[src/rtl/blkmove_pkg.sv]
package blkmove_pkg;

   typedef enum logic [1:0] {
      MV_IDLE   = 2'd0,
      MV_READ   = 2'd1,
      MV_WRITE  = 2'd2,
      MV_FINISH = 2'd3
   } mv_state_t;

endpackage

[src/rtl/blkmove_idx_step.sv]
module blkmove_idx_step #(
   parameter int IDX_W      = 16,
   parameter int NARROW_W   = 8,
   parameter bit HAS_NARROW = 1'b1
) (
   input  logic [IDX_W-1:0] cur,
   input  logic             dec,
   input  logic             narrow,
   output logic [IDX_W-1:0] nxt
);

   logic [IDX_W-1:0] wide_nxt;

   assign wide_nxt = dec ? (cur - IDX_W'(1)) : (cur + IDX_W'(1));

   generate
      if (HAS_NARROW) begin : g_narrow
         logic [NARROW_W-1:0] low_nxt;
         assign low_nxt = dec ? (cur[NARROW_W-1:0] - NARROW_W'(1))
                              : (cur[NARROW_W-1:0] + NARROW_W'(1));
         assign nxt = narrow ? {{(IDX_W-NARROW_W){1'b0}}, low_nxt} : wide_nxt;
      end else begin : g_wide
         logic unused_narrow;
         assign unused_narrow = narrow;
         assign nxt = wide_nxt;
      end
   endgenerate

endmodule

[src/rtl/blkmove_ctrl.sv]
module blkmove_ctrl
   import blkmove_pkg::*;
(
   input  logic clk,
   input  logic rst_n,
   input  logic start,
   input  logic mem_ready,
   input  logic last,
   output logic ld,
   output logic cap,
   output logic step,
   output logic rd_phase,
   output logic wr_phase,
   output logic busy,
   output logic done
);

   mv_state_t st_q, st_d;

   assign rd_phase = (st_q == MV_READ);
   assign wr_phase = (st_q == MV_WRITE);
   assign ld       = (st_q == MV_IDLE) && start;
   assign cap      = rd_phase && mem_ready;
   assign step     = wr_phase && mem_ready;
   assign busy     = (st_q != MV_IDLE);
   assign done     = (st_q == MV_FINISH);

   always_comb begin
      st_d = st_q;
      unique case (st_q)
         MV_IDLE:   if (start)     st_d = MV_READ;
         MV_READ:   if (mem_ready) st_d = MV_WRITE;
         MV_WRITE:  if (mem_ready) st_d = last ? MV_FINISH : MV_READ;
         MV_FINISH: st_d = MV_IDLE;
         default:   st_d = MV_IDLE;
      endcase
   end

   always_ff @(posedge clk or negedge rst_n) begin
      if (!rst_n) st_q <= MV_IDLE;
      else        st_q <= st_d;
   end

endmodule

[src/rtl/blkmove_dp.sv]
module blkmove_dp #(
   parameter int IDX_W      = 16,
   parameter int BANK_W     = 8,
   parameter int DATA_W     = 8,
   parameter int NARROW_W   = 8,
   parameter bit HAS_NARROW = 1'b1,
   localparam int ADDR_W    = BANK_W + IDX_W
) (
   input  logic              clk,
   input  logic              rst_n,
   input  logic              ld,
   input  logic              cap,
   input  logic              step,
   input  logic              rd_phase,
   input  logic              wr_phase,
   input  logic              dir_dec,
   input  logic              narrow_in,
   input  logic [BANK_W-1:0] src_bank,
   input  logic [BANK_W-1:0] dst_bank,
   input  logic [IDX_W-1:0]  x_in,
   input  logic [IDX_W-1:0]  y_in,
   input  logic [IDX_W-1:0]  c_in,
   input  logic [DATA_W-1:0] mem_rdata,
   output logic [ADDR_W-1:0] mem_addr,
   output logic [DATA_W-1:0] mem_wdata,
   output logic [IDX_W-1:0]  x_q,
   output logic [IDX_W-1:0]  y_q,
   output logic [IDX_W-1:0]  c_q,
   output logic [BANK_W-1:0] db_q,
   output logic              narrow_q,
   output logic              last
);

   localparam logic [IDX_W-1:0] LOW_MASK = IDX_W'((1 << NARROW_W) - 1);

   logic [BANK_W-1:0] sb_q;
   logic [DATA_W-1:0] buf_q;
   logic              dec_q;
   logic              narrow_ld;
   logic [IDX_W-1:0]  x_ld, y_ld, x_nxt, y_nxt;

   assign narrow_ld = HAS_NARROW ? narrow_in : 1'b0;
   assign x_ld      = narrow_ld ? (x_in & LOW_MASK) : x_in;
   assign y_ld      = narrow_ld ? (y_in & LOW_MASK) : y_in;
   assign last      = (c_q == '0);

   blkmove_idx_step #(.IDX_W(IDX_W), .NARROW_W(NARROW_W), .HAS_NARROW(HAS_NARROW)) u_xstep (
      .cur(x_q), .dec(dec_q), .narrow(narrow_q), .nxt(x_nxt));

   blkmove_idx_step #(.IDX_W(IDX_W), .NARROW_W(NARROW_W), .HAS_NARROW(HAS_NARROW)) u_ystep (
      .cur(y_q), .dec(dec_q), .narrow(narrow_q), .nxt(y_nxt));

   always_ff @(posedge clk or negedge rst_n) begin
      if (!rst_n) begin
         x_q      <= '0;
         y_q      <= '0;
         c_q      <= '0;
         sb_q     <= '0;
         db_q     <= '0;
         dec_q    <= 1'b0;
         narrow_q <= 1'b0;
      end else if (ld) begin
         x_q      <= x_ld;
         y_q      <= y_ld;
         c_q      <= c_in;
         sb_q     <= src_bank;
         db_q     <= dst_bank;
         dec_q    <= dir_dec;
         narrow_q <= narrow_ld;
      end else if (step) begin
         x_q <= x_nxt;
         y_q <= y_nxt;
         c_q <= c_q - IDX_W'(1);
      end
   end

   always_ff @(posedge clk or negedge rst_n) begin
      if (!rst_n)   buf_q <= '0;
      else if (cap) buf_q <= mem_rdata;
   end

   always_comb begin
      if (rd_phase)      mem_addr = {sb_q, x_q};
      else if (wr_phase) mem_addr = {db_q, y_q};
      else               mem_addr = '0;
   end

   assign mem_wdata = buf_q;

endmodule

[src/rtl/blkmove_engine.sv]
module blkmove_engine #(
   parameter int IDX_W      = 16,
   parameter int BANK_W     = 8,
   parameter int DATA_W     = 8,
   parameter int NARROW_W   = 8,
   parameter bit HAS_NARROW = 1'b1,
   localparam int ADDR_W    = BANK_W + IDX_W
) (
   input  logic              clk,
   input  logic              rst_n,
   input  logic              start,
   input  logic              dir_dec,
   input  logic              idx8,
   input  logic [BANK_W-1:0] src_bank,
   input  logic [BANK_W-1:0] dst_bank,
   input  logic [IDX_W-1:0]  x_in,
   input  logic [IDX_W-1:0]  y_in,
   input  logic [IDX_W-1:0]  c_in,
   output logic [ADDR_W-1:0] mem_addr,
   output logic              mem_rd,
   output logic              mem_wr,
   output logic [DATA_W-1:0] mem_wdata,
   input  logic [DATA_W-1:0] mem_rdata,
   input  logic              mem_ready,
   output logic              busy,
   output logic              done,
   output logic [IDX_W-1:0]  x_out,
   output logic [IDX_W-1:0]  y_out,
   output logic [IDX_W-1:0]  c_out,
   output logic [BANK_W-1:0] dbank_out
);

   generate
      if (IDX_W < 2) begin : g_bad_idx
         $error("blkmove_engine: IDX_W must be at least 2");
      end
      if (HAS_NARROW && (NARROW_W < 1 || NARROW_W >= IDX_W)) begin : g_bad_narrow
         $error("blkmove_engine: NARROW_W must lie between 1 and IDX_W-1");
      end
      if (BANK_W < 1 || DATA_W < 1) begin : g_bad_bus
         $error("blkmove_engine: BANK_W and DATA_W must be positive");
      end
   endgenerate

   logic ld, cap, step, last, mode8;

   blkmove_ctrl u_ctrl (
      .clk(clk), .rst_n(rst_n), .start(start), .mem_ready(mem_ready), .last(last),
      .ld(ld), .cap(cap), .step(step), .rd_phase(mem_rd), .wr_phase(mem_wr),
      .busy(busy), .done(done));

   blkmove_dp #(
      .IDX_W(IDX_W), .BANK_W(BANK_W), .DATA_W(DATA_W),
      .NARROW_W(NARROW_W), .HAS_NARROW(HAS_NARROW)
   ) u_dp (
      .clk(clk), .rst_n(rst_n), .ld(ld), .cap(cap), .step(step),
      .rd_phase(mem_rd), .wr_phase(mem_wr), .dir_dec(dir_dec), .narrow_in(idx8),
      .src_bank(src_bank), .dst_bank(dst_bank), .x_in(x_in), .y_in(y_in), .c_in(c_in),
      .mem_rdata(mem_rdata), .mem_addr(mem_addr), .mem_wdata(mem_wdata),
      .x_q(x_out), .y_q(y_out), .c_q(c_out), .db_q(dbank_out),
      .narrow_q(mode8), .last(last));

endmodule

[config.mk]
export PLATFORM = sky130hd
export DESIGN_NAME = blkmove_engine
export DESIGN_NICKNAME = d
export VERILOG_FILES = /design/src/rtl/blkmove_pkg.sv /design/src/rtl/blkmove_idx_step.sv /design/src/rtl/blkmove_ctrl.sv /design/src/rtl/blkmove_dp.sv /design/src/rtl/blkmove_engine.sv
export SDC_FILE = /design/constraint.sdc
export NUM_CORES = 1
export LEC_CHECK = 0
export ABC_AREA = 0
export CELL_PAD_IN_SITES_DETAIL_PLACEMENT = 0
export CELL_PAD_IN_SITES_GLOBAL_PLACEMENT = 1
export CORE_UTILIZATION = 50
export DETAILED_ROUTE_END_ITERATION = 8
export DONT_BUFFER_PORTS = 1
export PLACE_DENSITY_LB_ADDON = 0.1
export SYNTH_ARGS = -nofsm -noshare
export SYNTH_HDL_FRONTEND = slang
export SYNTH_SLANG_ARGS = --single-unit
[constraint.sdc]
create_clock -name clk -period 4.55 [get_ports clk]
set_input_delay 0.6825 -clock clk [delete_from_list [all_inputs] [get_ports clk]]
set_output_delay 0.6825 -clock clk [all_outputs]
set_load 0.01 [all_outputs]
==> impl_results.md <==
- Status: complete, no violations
- Synth Area in Compound Gates: 22.34%
- Worst-margin pin slew: 748.2 ps
- Area growth syn-to-layout: 8.421%
- Clock sink total: 76
- Crit Path Class: reg -> reg
- Peak VDD IR: 297.3 uV
- P_int: 2.460 mW
- CTS Buf Count: 9
- Die area: 10180 sq um
- Cell variety after synth: 49
- RSZ-0062 raised after global routing: no
- Port Buffers: 0
- Hold Vio Cnt, Final: 0
- Per-instance average area after synthesis: 8.808 sq um
- Power Total: 4.828 mW
- Yosys warns: 0
- CTS tree: done
- Initial antenna violation count: 0
- DP Cell Count: 667
- Nets: 663
- Crit start category: register
- Worst skew pair latency: 360 ps
- Post-Synth Adder-Cell Area: 8.498%
- Largest stage delay on the critical path: 440 ps
- Worst hold path type: in -> async
- Final setup vio count: 0
- Clock-pin slew on the worst setup and hold paths: 90 ps
- Avg WL per Cell: 19.44 um
- Post-route insts no fill: 687
- DP Area: 5020 sq um
- Critical path arrival: 3280 ps
- Layout Utilization: 56.56%
- Drt drc: 0
- Commonest non-fill, non-tap cell in the layout: nand2_1
- Antenna-violating nets left: 0
- Top FF cell, synth: dfrtp_1
- # diodes: 0
- Worst reg2reg path depth: 11
- Post-Synth XOR/XNOR Area: 6.987%
- Std cell rows: 35
- Cell family with most CP delay: simple AND/OR/NAND/NOR gates
- Max Clk Rate: 329.1 MHz
- Mux cell area share after synthesis: 2.483%
- Die Width: 100.9 um
- Post-route cell area: 5300 sq um
- Buf+Inv Stages, Crit Path: 2
- Syn Std Cell Area: 4888 sq um
- Gr usage total: 27.09%
- Global-route wire length before repair: 20930 um
- Slew margin rel.: 49.90%
- Critical Path, Cell by Cell: buf_4 > inv_1 > fa_1 > nor2b_1 > o2111ai_1 > nand3_1 > a31o_2 > a21oi_1 > o21ba_2 > nor4bb_1 > or3_1
- Net Switching: 2.368 mW
- Worst-case clock buffer depth: 2
- Critical Path RT: 4790 ps
- Logic gate share of total power: 55.9%
- Via/cell ratio: 6.045
- Critical R2R Launch: u_dp.dec_q
- CP endpoint kind: register
- # IOs: 170
- Max Cap Violations: 0
- Register share of total power: 31.7%
- HPWL after DPL: 9251 um
- Starting density of the core: 52.16%
- GP Congestion: 0.8802
- Synth Instances: 555
- Share of post-route cells with drive strength above 1: 8.065%
- Most frequent cells in the layout: nand2_1, dfrtp_1, o21ai_0, nor2_1, a21oi_1
- Cts repair resizes: 0
- Power share of the clock group: 12.4%
- Critical-path top delay cell: fa_1
- H-tree depth: 3
- FF+latch count, synth: 76
- Final worst-path cycle share: 66.78%
- PD cells: 911.0 nW/um^2
- Pleak: 2.369 nW
- Seq/Total Area, Yosys: 38.90%
- Main combinational cell family by area after synthesis: compound AO/OA/AOI/OAI gates
- Vias in the first global route: 4091
- Post-Synth Simple-Gate Area: 17.81%
- Tmin final: 3039 ps
- Die height: 100.9 um
- Total gr overflow: 0
- Critical-path maximum fanout: 30
- Synth Net Count: 665
- Initial detailed-routing violation count: 153
- Post-synth EDFFs: 0
- Async set or reset register ratio after synthesis: 100.0%
- Drt total wl: 13350 um
- Vias: 4153
- Reg-to-reg slack, setup: 1510 ps
- Root Driver: clkbuf_8
- FF-to-FF End: u_dp.x_q[12]
- Worst Clk Skew: 9.352 ps
- Setup TNS: 0 ps
- Pre-antenna DRT Iters: 4
- Largest net degree at the start of global routing: 74
- Switching Fraction: 49.05%
- Core area: 9371 sq um
- Max-slew violations: 0
flip-flops by register name, summed over array words and instances (netlist names):
signal	cells
u_dp.c_q	16
u_dp.db_q	8
u_ctrl.st_q	2
u_dp.dec_q	1
u_dp.sb_q	8
u_dp.y_q	16
u_dp.x_q	16
u_dp.narrow_q	1
u_dp.mem_wdata	8
metrics by stage:
stage / setup slack, ps / hold WS [ps]
floorplan: 1566 / 386.9
global placement: 1632 / 388.4
detailed placement: 1572 / 388.5
CTS: 1527 / 2.587
global route: 1320 / 184.2
finish: 1511 / 181.8
worst max-delay path by stage:
| stage | start | to | slack (ps) | depth (start not counted) |
|---|---|---|---|---|
| floorplan | u_dp.dec_q | u_dp.x_q[12] | 1570 | 10 |
| global placement | u_dp.dec_q | u_dp.x_q[12] | 1630 | 11 |
| detailed placement | u_dp.dec_q | u_dp.x_q[12] | 1570 | 11 |
| CTS | u_dp.dec_q | u_dp.x_q[12] | 1530 | 11 |
| global route | u_dp.dec_q | u_dp.x_q[12] | 1320 | 11 |
| finish | u_dp.dec_q | u_dp.x_q[12] | 1510 | 11 |
kinds of logic (layout without fill, tap and decap cells):
group | after synthesis | after routing
multiplexers | 11 | 11
adder cells (fa/ha/maj) | 32 | 32
XOR/XNOR | 39 | 39
buffers and inverters | 38 | 41
AND/OR/NAND/NOR | 191 | 191
flip-flops | 76 | 76
AO/OA/AOI/OAI | 168 | 168
synth_stat cells (all sizes together), types with 5 or more instances:
library cell	count	area (sq um)
nand2	94	352.8
nor3	15	86.34
xor2	10	87.58
a22o	22	192.7
nand2b	5	31.28
inv	13	48.80
clkbuf	20	75.07
a22oi	14	105.1
mux2	9	101.4
nor2b	6	37.54
xnor2	29	254.0
a21oi	37	188.9
o21ai	52	260.3
dfrtp	76	1902
ha	30	375.4
a21o	15	112.6
buf	5	21.27
nor2	38	142.6
nand3	9	45.04
worst reg2reg max path, cell delays in order (launching register included):
cell and delay, ps:
dfrtp_1 370, buf_4 350, inv_1 260, fa_1 440, nor2b_1 200, o2111ai_1 180
nand3_1 150, a31o_2 170, a21oi_1 110, o21ba_2 230, nor4bb_1 130, or3_1 340
timing repair:
action / in CTS / in global routing
buffers inserted: 0 / 0
hold buffers: 3 / 1
hold endpoints to repair: 55 / 6
power groups by stage:
stage	clock network [mW]	logic [mW]	registers, mW
6_report	0.597	2.70	1.53
5_1_grt	0.644	3.02	1.58
4_1_cts	0.611	2.70	1.53
3_5_place_dp	0	2.66	1.55
3_3_place_gp	0	2.62	1.54
2_1_floorplan	0	2.14	1.43
layer usage:
metal / vias up / part of all wire [%] / global-route usage, %
li1: 1985 / - / -
met1: 1993 / 45 / 35.34
met2: 159 / 45 / 42.41
met3: 16 / 8.1 / 8.599
met4: 0 / 1.8 / 9.476
met5: - / 0 / 0
cell type report:
class	instances	area (sq um)
Inverter	13	48.80
Tap cell	129	161.4
Multi-Input combinational cell	441	2848
Clock buffer	9	123.9
Sequential cell	76	1902
Fill cell	906	4071
Timing Repair Buffer	12	117.6
Clock inverter	7	98.84
(Power assumes the default switching activity.)
